==> src/rtl/irq_agg_pkg.sv <==
package irq_agg_pkg;

    localparam int NUM_SRC  = 3;
    localparam int CSR_W    = 32;
    localparam int STAT_LSB = 0;
    localparam int MASK_LSB = 8;

    localparam int SRC_OVF  = 0;
    localparam int SRC_DESC = 1;
    localparam int SRC_EXT  = 2;

    typedef logic [NUM_SRC-1:0] src_vec_t;

    typedef struct packed {
        src_vec_t pending;
        src_vec_t enable;
    } csr_state_t;

    typedef struct packed {
        logic             wr;
        logic [CSR_W-1:0] data;
    } csr_wr_t;

    function automatic logic [CSR_W-1:0] csr_pack(csr_state_t s);
        logic [CSR_W-1:0] w;
        w = '0;
        w[STAT_LSB +: NUM_SRC] = s.pending;
        w[MASK_LSB +: NUM_SRC] = s.enable;
        return w;
    endfunction

    function automatic src_vec_t csr_status_field(logic [CSR_W-1:0] w);
        return w[STAT_LSB +: NUM_SRC];
    endfunction

    function automatic src_vec_t csr_mask_field(logic [CSR_W-1:0] w);
        return w[MASK_LSB +: NUM_SRC];
    endfunction

endpackage

==> src/rtl/irq_cause_decode.sv <==
module irq_cause_decode
    import irq_agg_pkg::*;
(
    input  logic     fifo_push_i,
    input  logic     fifo_full_i,
    input  logic     desc_done_i,
    input  logic     desc_irq_flag_i,
    input  logic     ext_irq_i,
    output src_vec_t cause_o
);

    always_comb begin
        cause_o           = '0;
        cause_o[SRC_OVF]  = fifo_push_i & fifo_full_i;
        cause_o[SRC_DESC] = desc_done_i & desc_irq_flag_i;
        cause_o[SRC_EXT]  = ext_irq_i;
    end

endmodule

==> src/rtl/irq_edge_capture.sv <==
module irq_edge_capture #(
    parameter int WIDTH = 3
) (
    input  logic             clk,
    input  logic             rst,
    input  logic [WIDTH-1:0] level_i,
    output logic [WIDTH-1:0] rise_o
);

    for (genvar g = 0; g < WIDTH; g++) begin : g_bit
        logic hist_q;

        always_ff @(posedge clk) begin
            if (rst) hist_q <= 1'b0;
            else     hist_q <= level_i[g];
        end

        assign rise_o[g] = level_i[g] & ~hist_q;


        rise_once_chk: assert property (@(posedge clk) disable iff (rst)
            rise_o[g] |=> !rise_o[g]);
    end

endmodule

==> src/rtl/irq_status_csr.sv <==
module irq_status_csr
    import irq_agg_pkg::*;
(
    input  logic             clk,
    input  logic             rst,
    input  src_vec_t         event_i,
    input  csr_wr_t          wr_i,
    output csr_state_t       state_o,
    output logic [CSR_W-1:0] rdata_o
);

    csr_state_t state_q;
    csr_state_t state_d;
    src_vec_t   keep_mask;
    logic       wdata_unused;

    assign wdata_unused = ^wr_i.data;

    always_comb begin
        keep_mask = wr_i.wr ? csr_status_field(wr_i.data) : '1;
        state_d.pending = (state_q.pending & keep_mask) | event_i;
        state_d.enable  = wr_i.wr ? csr_mask_field(wr_i.data) : state_q.enable;
    end

    always_ff @(posedge clk) begin
        if (rst) state_q <= '0;
        else     state_q <= state_d;
    end

    assign state_o = state_q;
    assign rdata_o = csr_pack(state_q);

    for (genvar g = 0; g < NUM_SRC; g++) begin : g_chk

        sticky_hold_chk: assert property (@(posedge clk) disable iff (rst)
            (state_q.pending[g] && !wr_i.wr) |=> state_q.pending[g]);

        event_wins_chk: assert property (@(posedge clk) disable iff (rst)
            event_i[g] |=> state_q.pending[g]);

        write_clear_chk: assert property (@(posedge clk) disable iff (rst)
            (wr_i.wr && !wr_i.data[STAT_LSB + g] && !event_i[g]) |=> !state_q.pending[g]);

        no_write_set_chk: assert property (@(posedge clk) disable iff (rst)
            (!state_q.pending[g] && !event_i[g]) |=> !state_q.pending[g]);
    end

endmodule

==> src/rtl/irq_req_gen.sv <==
module irq_req_gen
    import irq_agg_pkg::*;
(
    input  logic       clk,
    input  logic       rst,
    input  csr_state_t state_i,
    output logic       irq_o
);

    logic any_armed;

    assign any_armed = |(state_i.pending & state_i.enable);

    always_ff @(posedge clk) begin
        if (rst) irq_o <= 1'b0;
        else     irq_o <= any_armed;
    end


    irq_follow_chk: assert property (@(posedge clk) disable iff (rst)
        (state_i.pending == '0) |=> !irq_o);

endmodule

==> src/rtl/irq_aggregator.sv <==
module irq_aggregator
    import irq_agg_pkg::*;
(
    input  logic             clk,
    input  logic             rst,
    input  logic             fifo_push_i,
    input  logic             fifo_full_i,
    input  logic             desc_done_i,
    input  logic             desc_irq_flag_i,
    input  logic             ext_irq_i,
    input  logic             csr_wr_i,
    input  logic [CSR_W-1:0] csr_wdata_i,
    output logic [CSR_W-1:0] csr_rdata_o,
    output logic             irq_req_o
);

    src_vec_t   cause;
    src_vec_t   rise;
    csr_wr_t    wr;
    csr_state_t state;

    assign wr.wr   = csr_wr_i;
    assign wr.data = csr_wdata_i;

    irq_cause_decode u_decode (
        .fifo_push_i     (fifo_push_i),
        .fifo_full_i     (fifo_full_i),
        .desc_done_i     (desc_done_i),
        .desc_irq_flag_i (desc_irq_flag_i),
        .ext_irq_i       (ext_irq_i),
        .cause_o         (cause)
    );

    irq_edge_capture #(.WIDTH(NUM_SRC)) u_edge (
        .clk     (clk),
        .rst     (rst),
        .level_i (cause),
        .rise_o  (rise)
    );

    irq_status_csr u_csr (
        .clk     (clk),
        .rst     (rst),
        .event_i (rise),
        .wr_i    (wr),
        .state_o (state),
        .rdata_o (csr_rdata_o)
    );

    irq_req_gen u_req (
        .clk     (clk),
        .rst     (rst),
        .state_i (state),
        .irq_o   (irq_req_o)
    );


    rdata_reserved_chk: assert property (@(posedge clk) disable iff (rst)
        (csr_rdata_o & ~32'h0000_0707) == '0);


    ovf_needs_full_chk: assert property (@(posedge clk) disable iff (rst)
        (!fifo_full_i && !csr_rdata_o[SRC_OVF]) |=> !csr_rdata_o[SRC_OVF]);

endmodule

==> config.mk <==
export PLATFORM = sky130hd
export DESIGN_NAME = irq_aggregator
export DESIGN_NICKNAME = d
export VERILOG_FILES = /design/src/rtl/irq_agg_pkg.sv /design/src/rtl/irq_cause_decode.sv /design/src/rtl/irq_edge_capture.sv /design/src/rtl/irq_status_csr.sv /design/src/rtl/irq_req_gen.sv /design/src/rtl/irq_aggregator.sv
export SDC_FILE = /design/constraint.sdc
export NUM_CORES = 1
export LEC_CHECK = 0
export ABC_AREA = 1
export ABC_CLOCK_PERIOD_IN_PS = 800
export BUFFER_PORTS_ARGS = -buffer_cell sky130_fd_sc_hd__buf_2
export CAP_MARGIN = 5
export CORE_MARGIN = 5
export CORE_UTILIZATION = 30
export DETAILED_ROUTE_END_ITERATION = 10
export GPL_TIMING_DRIVEN = 0
export MAX_ROUTING_LAYER = met4
export PLACE_DENSITY = 0.81
export RECOVER_POWER = 50
export SYNTH_ARGS = -nofsm -noshare
export SYNTH_HDL_FRONTEND = slang
export SYNTH_SLANG_ARGS = --single-unit
==> constraint.sdc <==
create_clock -name clk -period 0.8 [get_ports clk]
set_input_delay 0.12 -clock clk [delete_from_list [all_inputs] [get_ports clk]]
set_output_delay 0.12 -clock clk [all_outputs]
set_load 0.02 [all_outputs]
# == Yosys cells after proc, flatten, opt, wreduce, memory -nomap -nowiden ==
# Index checks and enable logic that the tools add are counted.
# word_totals
ff_bits,10
mem_bits_ro,0
latchBits,0
elab_cells,19
mem_bits_rw,0
output_inout_bits,33
input_bits,40
memories,0
# classes
n_shift,0
mul,0
n_bitwise,11
n_reduce_logical,1
eq_ne,0
mux,1
n_div,0
n_addsub,0
magnitude_cmp,0
# op_table
op,count
$and A3 B3 Y3,2
$and A1 B1 Y1,5
$mux W3,1
$not A1 Y1,3
$or A3 B3 Y3,1
$reduce_or A3 Y1,1

# == Logic depth before layout (Yosys ltp) ==
# logic_depth
depth_word,3
depth_mapped,4
mapped_depth_nobuf,4

# == Cells and area by module ==
# Synthesis repeated with hierarchy kept, for this count alone.
# hier_totals
cells_unflattened,89
area_unflattened_um2,629.4
# modules_own_cells
mod,seq_area_each_um2,instances,cells_each,area_each_um2
irq_status_csr,120.1,1,64,465.4
irq_edge_capture,60.1,1,12,93.8
irq_req_gen,20.0,1,8,47.5
irq_cause_decode,0.0,1,5,22.5

# == Worst setup path before layout ==
# No wires, ideal clock.
# synth_path
path_kind,flip-flop to flip-flop
start,"register u_csr.state_q, in the netlist u_csr.rdata_o[0]"
end,register u_req.irq_o
t_required_ns,0.744
arrival_ns,0.665
stages_incl_launch_ff,5
setup_slack_ns,0.079
cell_sequence,dfxtp_1 > nand2_1 > nand3_1 > nand2_1 > inv_1
# synth_via
elab_chain_len,2
# synth_lines
item,line_no,text
from (decl),irq_status_csr.sv:12,csr_state_t state_q;
from (signal assigned),irq_status_csr.sv:27,else state_q <= state_d;
$and A3 B3 Y3,irq_req_gen.sv:12,assign any_armed = |(state_i.pending & state_i.enable);
$reduce_or A3 Y1,irq_req_gen.sv:12,
to (signal assigned),irq_req_gen.sv:16,else irq_o <= any_armed;
to (decl),irq_req_gen.sv:7,output logic irq_o
# Every way passes these cells.
# A chain may end at the register's enable or synchronous reset.

# == Worst setup path in the final report ==
# layout_path
start,"register u_csr.state_q, in the netlist u_csr.rdata_o[0]"
end,output port csr_rdata_o[0]
# layout_rtl
item,line_no,text
to (decl),irq_aggregator.sv:13,"output logic [CSR_W-1:0] csr_rdata_o,"
# No word-level cell between the ends.

==> flow_metrics.py <==
metrics = {
    "outcome": {
        "run_status": "complete, but fails checks",
        "violations": "setup timing",
    },
    "floorplan": {
        "floorplan_die_area_um2": 2833,
        "io_pins": 73,
        "fp-row-count": 15,
        "coreArea_um2": 1745,
        "fp.dieH_um": 53.23,
        "die_width_um": 53.23,
        "start_util": 0.3211,
    },
    "yosys": {
        "synth_top_cells_by_area": "sky130_fd_sc_hd__dfxtp_1 36%, sky130_fd_sc_hd__buf_4 35%, sky130_fd_sc_hd__nand2_1 9.4%",
        "yosysTopAreaCell": "sky130_fd_sc_hd__dfxtp_1",
        "yosys_register_bits": 10,
        "synth.lib_cells_used.distinct": 11,
        "syn_area_per_cell_um2": 7.280,
        "portion_of_the_post_synthesis_area_used_by_sequential_elements": 0.3571,
        "number_of_instances_in_the_synthesized_netlist": 77,
        "synth_top_area_frac": 0.3571,
        "synthesis.yosys.warnings": 0,
        "synth.cell_area_um2": 560.5,
    },
    "worst_setup_path": {
        "timing.reg2reg.worst_path_depth": 5,
        "cp_data_required_time_ns": 0.68,
        "worstPathCellList": "buf_6",
        "timing.critical_path.arrival_ns": 0.71,
        "timing.critical_path.depth": 1,
        "crit_path_top_delay_cell": "sky130_fd_sc_hd__dfxtp_2",
        "cp_num_buf_inv": 1,
        "timing.critical_path.max_delay_family": "flip-flops",
        "setup.worst_path.end_class": "output pin",
        "critPathLaunchType": "flip-flop",
        "worst_path_largest_cell_delay_ns": 0.34,
        "criticalPathCategory": "flip-flop to output pin",
        "timing.critical_path.fanout_max": 2,
    },
    "run": {
        "drv.max_cap_violation_count": 0,
    },
    "pwr": {
        "peakVddDrop_uv": 756.2,
        "leakage_uw": 0.0005589,
        "powerDensity_nw_per_um2": 1422,
    },
    "global_routing": {
        "vias_in_the_first_global_route": 477,
        "global_route.overflow_total": 0,
        "grt_pass1_wl_um": 1897,
        "groute.usage.overall": 0.09646,
        "antenna_found_initial": 0,
        "grt_start_max_net_pins": 8,
    },
    "clock_tree": {
        "clk_pin_slew_ns": 0.06,
        "numClockSinks": 10,
        "cts_max_path_buffers": 2,
        "insertion_delay_ns": 0.25,
        "cts.hold.buffers_added": 0,
        "tritoncts": "yes",
        "cts_made_buffers": 3,
        "ctsRootBufferMaster": "sky130_fd_sc_hd__clkbuf_4",
        "clock_h_tree_levels": 1,
    },
    "detailed_routing": {
        "drt_drc_violations_left": 0,
        "via_per_inst": 3.359,
        "route.detailed.wl_per_inst_um": 8.064,
        "drt_first_iter_violations": 7,
        "dr.pass1.iters": 4,
        "vias": 524,
        "antenna_left": 0,
        "totalWireLength_um": 1258,
    },
    "place": {
        "io_buffers": 20,
        "gp_congestion": 0.7763,
        "post-dp-hpwl_um": 984.6,
        "place_worst_setup_slack_ns": 0.1348,
    },
    "timing": {
        "grt_setup_unrepaired": "true",
        "finalWorstSetupSlack_ns": -0.02870,
        "fmax_mhz": 1207,
        "timing.final.max_slew_violations": 0,
        "skew_ns": 0.0006351,
        "final_hold_slack_ns": 0.08837,
        "finalHoldViolations": 0,
        "final_min_period_over_clock_period": 1.036,
        "timing.final.setup_violations": 7,
        "layout_min_cycle_time_ns": 0.8287,
    },
    "layout": {
        "leading_cell_type_in_the_layout_fill_and_taps_excluded": "sky130_fd_sc_hd__buf_4",
        "final_net_count": 173,
        "most-common-layout-cells": "32 x sky130_fd_sc_hd__buf_4, 26 x sky130_fd_sc_hd__conb_1, 12 x sky130_fd_sc_hd__buf_2",
        "num_antenna_cells": 0,
        "post_route_cells_drive_above_1_share": 0.5115,
        "area_growth_syn_to_layout_pct": 63.17,
    },
    "min_path": {
        "timing.hold.worst.class": "input pin to flip-flop",
        "hold-path-cell-count": 3,
    },
}
-- Yosys cell counts, drive strengths merged --
cell type and instances:
buf 26, nand3 3, o21ai 4, conb 1, nand2 14, dfxtp 10, inv 9, nor2 10
-- final cells by class --
type / instances / area (um^2)
Fill cell: 189 / 830.8
Multi-Input combinational cell: 57 / 235.2
Sequential cell: 10 / 209.0
Buffer: 26 / 195.2
Timing Repair Buffer: 26 / 187.7
Inverter: 9 / 33.78
Tap cell: 25 / 31.28
Clock buffer: 3 / 22.52
-- layer usage --
layer | track usage | part of all wire | routed length [um]
met5 | - | 0 | 0
met4 | 0.02553 | 0 | 0
met3 | 0.05352 | 0.14 | 175
met1 | 0.09168 | 0.36 | 454
met2 | 0.1673 | 0.50 | 628
-- power by group --
group | switching [uW] | internal (uW)
Clock | 149 | 173
Combinational | 229 | 198
Sequential | 17.5 | 535
Total | 395 | 906
-- logic make-up after synthesis --
logic type,after synthesis,share of synthesized area
and+or+nand+nor,27,0.1920
DFF,10,0.3571
other,1,0.006690
buffers and inverters,35,0.4085
AOI/OAI and AO/OA,4,0.03570
-- stage by stage --
step / instances / instance area (um^2) / total power (uW) / util / setup TNS (ns)
5_1_grt: 156 / 914.6 / 1398 / 0.5240 / -0.4485
4_1_cts: 156 / 905.9 / 1307 / 0.5190 / -0.1999
3_3_place_gp: 147 / 785.8 / 902.6 / 0.4502 / 0
6_report: 156 / 914.6 / 1301 / 0.5240 / -0.1311
2_1_floorplan: 102 / 654.4 / 836.0 / - / 0
3_5_place_dp: 147 / 785.8 / 908.8 / 0.4502 / 0
-- state kept, by name, indices dropped and copies added (netlist names) --
| register | flops |
|---|---|
| u_csr.rdata_o | 6 |
| u_edge.g_bit.hist_q | 3 |
| u_req.irq_o | 1 |
-- final timing paths --
check	to	slack (ns)	startpoint
setup reg to reg	u_req.irq_o	0.02	u_csr.rdata_o[0]
hold reg to reg	u_csr.rdata_o[1]	0.45	u_edge.g_bit[1].hist_q
hold / removal	u_edge.g_bit[2].hist_q	0.09	ext_irq_i
setup / recovery	csr_rdata_o[0]	-0.03	u_csr.rdata_o[0]
-- what timing repair did --
item,in CTS,in global routing
pin swaps,0,1
resized for setup,21,5
setup buffers,6,0
cloned,0,0
endpoints found under the setup margin,7,9
Power figures use the tool's default switching activity.
